### config.mk
export PLATFORM = sky130hd
export DESIGN_NAME = serial_crc
export DESIGN_NICKNAME = d
export VERILOG_FILES = /design/src/rtl/serial_crc.sv
export SDC_FILE = /design/constraint.sdc
export NUM_CORES = 1
export LEC_CHECK = 0
export ABC_AREA = 1
export BUFFER_PORTS_ARGS = -buffer_cell sky130_fd_sc_hd__buf_2
export CAP_MARGIN = 5
export CORE_MARGIN = 1
export CORE_UTILIZATION = 54
export DETAILED_ROUTE_END_ITERATION = 8
export PLACE_DENSITY = 0.82
export SYNTH_ARGS = -nofsm -noshare
export SYNTH_HDL_FRONTEND = slang
export SYNTH_SLANG_ARGS = --single-unit
### constraint.sdc
create_clock -name clk -period 1.8 [get_ports clk]
set_input_delay 0.27 -clock clk [delete_from_list [all_inputs] [get_ports clk]]
set_output_delay 0.27 -clock clk [all_outputs]
set_load 0.005 [all_outputs]
### src/rtl/serial_crc.sv
module serial_crc #(
  parameter int W = 16,
  parameter logic [W-1:0] POLY = 16'h8005,
  parameter logic [W-1:0] INIT = '0
) (
  input  logic         clk,
  input  logic         rst_n,
  input  logic         start,
  input  logic         check_mode,
  input  logic         bit_valid,
  input  logic         bit_in,
  input  logic         bit_last,
  output logic         busy,
  output logic         done,
  output logic [W-1:0] remainder,
  output logic         error
);
  localparam int CW = $clog2(W + 1);

  typedef enum logic [1:0] {S_IDLE, S_RUN, S_PAD} st_t;

  st_t           st;
  logic [W-1:0]  crc;
  logic          chk;
  logic [CW-1:0] cnt;

  wire          din = (st == S_RUN) ? bit_in : 1'b0;
  wire [W-1:0]  nxt = {crc[W-2:0], din} ^ (crc[W-1] ? POLY : '0);

  always_ff @(posedge clk or negedge rst_n) begin
    if (!rst_n) begin
      st   <= S_IDLE;
      crc  <= INIT;
      chk  <= 1'b0;
      cnt  <= '0;
      done <= 1'b0;
    end else begin
      done <= 1'b0;
      if (start) begin
        st  <= S_RUN;
        crc <= INIT;
        chk <= check_mode;
        cnt <= '0;
      end else begin
        case (st)
          S_RUN: if (bit_valid) begin
            crc <= nxt;
            if (bit_last) begin
              if (chk) begin
                st   <= S_IDLE;
                done <= 1'b1;
              end else begin
                st  <= S_PAD;
                cnt <= '0;
              end
            end
          end
          S_PAD: begin
            crc <= nxt;
            cnt <= cnt + 1'b1;
            if (cnt == CW'(W - 1)) begin
              st   <= S_IDLE;
              done <= 1'b1;
            end
          end
          default: ;
        endcase
      end
    end
  end

  assign busy      = (st != S_IDLE);
  assign remainder = crc;
  assign error     = done & chk & (|crc);

  AST_START_LOADS: assert property (@(posedge clk) disable iff (!rst_n) start |=> (crc == INIT) && busy);
  AST_GAP_HOLDS: assert property (@(posedge clk) disable iff (!rst_n) (st == S_RUN && !bit_valid && !start) |=> $stable(crc));
  AST_DONE_PULSE: assert property (@(posedge clk) disable iff (!rst_n) done |=> !done);
  AST_DONE_ENDS_FRAME: assert property (@(posedge clk) disable iff (!rst_n) $rose(done) |-> $past(busy) && !busy);
  AST_PAD_BUSY: assert property (@(posedge clk) disable iff (!rst_n) (st == S_PAD && !start) |=> busy || done);
  AST_IDLE_STABLE: assert property (@(posedge clk) disable iff (!rst_n) (!busy && !start) |=> $stable(crc));
endmodule

==> results.cfg, run 1 <==
[critical_path]
end_kind = primary output
crit_path_start = remainder[15]$_DFFE_PN0P_
critPathArrivalTime_ps = 1400
crit_type = flop to primary output
r2r-end = remainder[15]$_DFFE_PN0P_
cp_data_required_time_ps = 1530
path_max_fanout = 6
r2r_cells = 6
r2r_setup_slack_ps = 160
r2r-start = st[1]$_DFFE_PN0P_
startpoint_type = flop
endpoint = error

[finish]
antennaDiodeCount = 0
fin_nets = 210
postLayoutCellArea_sq_mm = 0.00156
final_core_util_pct = 63.7
area_delta_synth_final_pct = 12.2
drive_gt1_share_pct = 28.6
fin_cells = 226

[sta]
hold_viol_final = 0
maxSlewViolCount = 0
clock.fmax_mhz = 598
setup_ws_ps = 127
rsz0062_at_grt = false
period_needed_ps = 1670
tightest_slew_ps = 665
skew_ps = 8.48
setup_viol = 0
holdWs_ps = 162
fin_crit_sh_pct = 92.9
fin_setup_tns_ps = 0
slew_headroom_pct = 55.5

[floorplanning]
die-area_sq_mm = 0.00279
core.rowCount = 18
die_h_um = 52.8
die_w_um = 52.8
initial_utilization_pct = 56.7
core_region_area_sq_mm = 0.00245
io_pins = 26

[clock_tree]
htree_levels = 1
clk_latency_ps = 320
cts_sinks = 25
cts-root-buf = clkbuf_4
cts_made_buffers = 3
cts_tree = built
clk_pin_slew_ps = 140
clockBufferDepth = 2
post-cts-setup-buffer-count = 0

[placed_design]
dp.cells = 220
place.gp.congestion = 0.785
dp_hpwl_um = 2050
post-place-ws_ps = -18.6
placement.cell_area_sq_mm = 0.00151
port_buffers = 25

[min_path]
hp-class = primary input to flop
hold_depth = 3

[power_and_ir_drop]
peakVddDrop_mv = 0.575
power_mw = 1.24
p_leak_nw = 0.809
p_per_area_mw_per_mm2 = 793

[logic_synthesis]
yosysTopAreaCell = dfrtp_1
syn_area_sq_mm = 0.00139
netlist_instances = 169
syn-num-nets = 182
yosys_warnings = 0
synth-main-ff-cell = dfrtp_1
avgSynthCellArea_sq_um = 8.24
yosysTopAreaCellShare_pct = 44.9
synthArstFlopShare_pct = 100
ys_top_cells_by_area = dfrtp_1 45%, nand2_1 15%, o21ai_2 8.8%
yosysMostFrequentCell = nand2_1
synth-seq-cells = 25
synth-edff-count = 0
yosys-top-cells-count = 57 x nand2_1, 25 x dfrtp_1, 15 x nor2_1, 14 x inv_1, 14 x o21ai_2
ys_types = 18
yosysSeqAreaShare_pct = 44.9

[grt]
antenna_found_initial = 0
grt_max_degree = 26
globalRouteTotalUtil_pct = 24.6
grt_pass1_vias = 1129
grt.overflow.total = 0
grt_pass1_wl_um = 4980

[status]
status = complete, no violations

[run]
cap_violations = 0

[drt]
num_vias = 1202
wire_per_inst_um = 13.0
viasPerCell = 5.32
firstDrtPassIters = 4
ant_nets = 0
wirelength_um = 2950
drt_iter0_markers = 37
drcViolationCount = 0
==> worst min path at each step <==
stage                     slack (ps)                        end       start
final                            160            chk$_DFFE_PN0P_  check_mode
after global routing             190            chk$_DFFE_PN0P_  check_mode
after detailed placement         290   remainder[8]$_DFFE_PN0P_       rst_n
after global placement           280  remainder[11]$_DFFE_PN0P_       rst_n
after floorplan                  -30            chk$_DFFE_PN0P_       rst_n
after CTS                        170            chk$_DFFE_PN0P_  check_mode
==> report_power, final <==
group	internal, mW	total (mW)	switching, mW	leakage [nW]
Clock	0.0867	0.256	0.169	0.0150
Combinational	0.111	0.361	0.250	0.454
Sequential	0.591	0.623	0.0316	0.341
==> cell usage in the layout (no fill, tap or decap) <==
| cell | Yosys | final |
|---|---|---|
| dfrtp_2 | 0 | 1 |
| inv_4 | 1 | 1 |
| dfrtp_1 | 25 | 24 |
| o21ai_0 | 2 | 2 |
| nand2_2 | 6 | 6 |
| nand2_1 | 57 | 57 |
| nor3_1 | 3 | 3 |
| clkbuf_1 | 0 | 1 |
| inv_1 | 14 | 14 |
| nor2_1 | 15 | 15 |
| a21oi_1 | 2 | 2 |
| buf_2 | 1 | 25 |
| clkbuf_4 | 0 | 3 |
| o21ai_4 | 1 | 2 |
| nor2_2 | 2 | 2 |
| o21ai_1 | 4 | 4 |
| ha_1 | 6 | 6 |
| nand3_1 | 9 | 9 |
| nand4_1 | 2 | 2 |
| o21ai_2 | 14 | 14 |
| dlygate4sd3_1 | 0 | 1 |
| buf_4 | 0 | 2 |
==> metal layers <==
layer | global-route usage, % | vias to the layer above | routed length, um
li1 | - | 589 | -
met4 | 11.8 | 0 | 52
met2 | 38.4 | 36 | 1410
met5 | 0 | - | 0
met3 | 3.19 | 4 | 133
met1 | 33.5 | 573 | 1350
==> worst max-delay path, cell delays in order, from the launching register on <==
cell	delay, ps
dfrtp_2	440
inv_1	90
ha_1	180
nand2_1	60
nor2_1	40
a21oi_1	140
buf_2	130
==> logic make-up (layout without fill, tap and decap cells) <==
| group | Yosys count | count (layout) | synth area share [%] |
|---|---|---|---|
| buffers and inverters | 21 | 47 | 8.62 |
| DFF | 25 | 25 | 44.9 |
| adders and majority gates | 6 | 6 | 5.39 |
| AOI/OAI and AO/OA | 23 | 24 | 12.8 |
| and+or+nand+nor | 94 | 94 | 28.2 |
==> cell type report <==
cell class	instances	area, sq um
clock buffer	4	26.3
sequential	25	627
tap	30	37.5
multi-input combinational	124	663
inverter	15	58.8
fill	222	892
timing repair buffer	28	150
==> flip-flops by register name, indices dropped and copies added, names as in the netlist <==
| name | count |
|---|---|
| cnt | 5 |
| st | 2 |
| remainder | 16 |
| done | 1 |
| chk | 1 |
==> repair_timing <==
| item | 4_1_cts | 5_1_grt |
|---|---|---|
| gates cloned | 1 | 0 |
| pin swaps | 1 | 0 |
| resized for setup | 1 | 1 |
| hold endpoints to repair | 25 | 0 |
| endpoints found under the setup margin | 12 | 1 |
| hold buffers | 1 | 0 |
Power figures use the tool's default switching activity.
==> run 2: changes to the inputs <==
- CORE_UTILIZATION: 54 -> 55
- CTS_BUF_LIST: not set -> sky130_fd_sc_hd__clkbuf_4
- PLACE_DENSITY: 0.82 -> 0.83
==> results.cfg, run 2 (same netlist as run 1, synthesis figures left out) <==
[sta]
period_needed_ps = 1700
hold_viol_final = 0
tightest_slew_ps = 649
clock.fmax_mhz = 588
fin_setup_tns_ps = 0
fin_crit_sh_pct = 94.5
setup_ws_ps = 99.1
skew_ps = 4.49
setup_viol = 0
slew_headroom_pct = 56.6
maxSlewViolCount = 0
rsz0062_at_grt = false

[finish]
fin_cells = 225
final_core_util_pct = 68.3
fin_nets = 211
final_cell_mix = 57 x nand2_1, 25 x buf_2, 24 x dfrtp_1, 15 x nor2_1
drive_gt1_share_pct = 29.4
largest_register_ffs = 16
layout_commonest_cell = nand2_1
area_delta_synth_final_pct = 12.7
antennaDiodeCount = 0

[clock_tree]
clk_pin_slew_ps = 140
htree_levels = 1
cts_sinks = 25
cts_tree = built
clk_latency_ps = 320
cts_made_buffers = 3
cts-root-buf = clkbuf_4
clockBufferDepth = 2

[critical_path]
end_kind = primary output
startpoint_type = flop
path_buf_inv = 2
path_max_fanout = 6
critPathArrivalTime_ps = 1430
worstPathCellList = inv_1, ha_1, nand2_1, nor2_1, a21oi_1, buf_2
critPathSlowestCell = dfrtp_2
crit_type = flop to primary output
cp_data_required_time_ps = 1530
r2r_setup_slack_ps = 200
critPathMaxStageDelay_ps = 450
cp_top_family = flip-flops

[status]
status = complete, no violations

[drt]
num_vias = 1184
met3_length_um = 132
top_layer_used = met4
viasPerCell = 5.26
wl_met2_um = 1420
wire_per_inst_um = 12.9
drt_iter0_markers = 32
drcViolationCount = 0
firstDrtPassIters = 4
wirelength_um = 2890
drt-met1-wl_um = 1310
ant_nets = 0

[placed_design]
place.gp.congestion = 0.813
post-place-ws_ps = -63.6
dp_hpwl_um = 2030
dp.cells = 219
port_buffers = 25

[grt]
antenna_found_initial = 0
grt_pass1_vias = 1188
globalRouteTotalUtil_pct = 25.5
grt.overflow.total = 0
grt_max_degree = 26
grt_pass1_wl_um = 5090

[floorplanning]
initial_utilization_pct = 60.6
core.rowCount = 17
die-area_sq_mm = 0.00274
die_h_um = 52.3
die_w_um = 52.3
core_region_area_sq_mm = 0.00230
io_pins = 26

[min_path]
hp-class = primary input to flop

[power_and_ir_drop]
p_per_area_mw_per_mm2 = 792
p_leak_nw = 0.817
power_mw = 1.24
peakVddDrop_mv = 0.519

[run]
cap_violations = 0
[run 2: area by class of cell]
cell class	instances	area [sq um]
multi-input cells	124	663
inverters	15	58.8
repair buffers	29	158
well taps	28	35.0
clock buffers	3	22.5
flip-flops and latches	25	627
clock inverters	1	5.00
fillers	200	728
[run 2: path summary, 6_finish.rpt]
check	start	endpoint	cells after the start
max in group asynchronous	rst_n	remainder[15]$_DFFE_PN0P_	2
worst max register to register	st[1]$_DFFE_PN0P_	remainder[5]$_DFFE_PN0P_	6
worst min register to register	cnt[3]$_DFFE_PN0P_	cnt[3]$_DFFE_PN0P_	2
min in group asynchronous	rst_n	remainder[11]$_DFFE_PN0P_	2
worst max-delay path	remainder[15]$_DFFE_PN0P_	error	6
worst min-delay path	check_mode	chk$_DFFE_PN0P_	3
[run 2: routing by layer]
metal	vias to the layer above	track usage [%]
met1	554	31.3
li1	594	-
met2	32	44.3
met3	4	2.90
met4	0	11.8
met5	-	0
[run 2: per-stage QoR]
| stage | cell area, sq um | hold slack (ps) |
|---|---|---|
| 2_1_floorplan | 1390 | -25.6 |
| 3_3_place_gp | 1510 | 283 |
| 3_5_place_dp | 1510 | 295 |
| 4_1_cts | 1570 | 172 |
| 5_1_grt | 1570 | 221 |
| 6_report | 1570 | 162 |
[run 2: what timing repair did]
action | CTS | global route
pin swaps | 1 | 0
gates resized for setup | 1 | 1
gates cloned | 1 | 0
buffers inserted | 0 | 0
endpoints found under the hold margin | 25 | 0
hold buffers | 1 | 0
setup endpoints to repair | 12 | 1
[run 2: where the power goes]
group / total (mW) / switching [mW] / internal [mW]
registers: 0.622 / 0.0310 / 0.591
logic: 0.362 / 0.250 / 0.112
clock network: 0.259 / 0.176 / 0.0834
total: 1.24 / 0.457 / 0.786
[run 2: worst register-to-register path, cell delays in order (launching register included)]
cell and delay (ps):
dfrtp_1 420, inv_1 90, ha_1 180, nand2_2 120, o21ai_4 560, nand2_2 90, o21ai_2 70
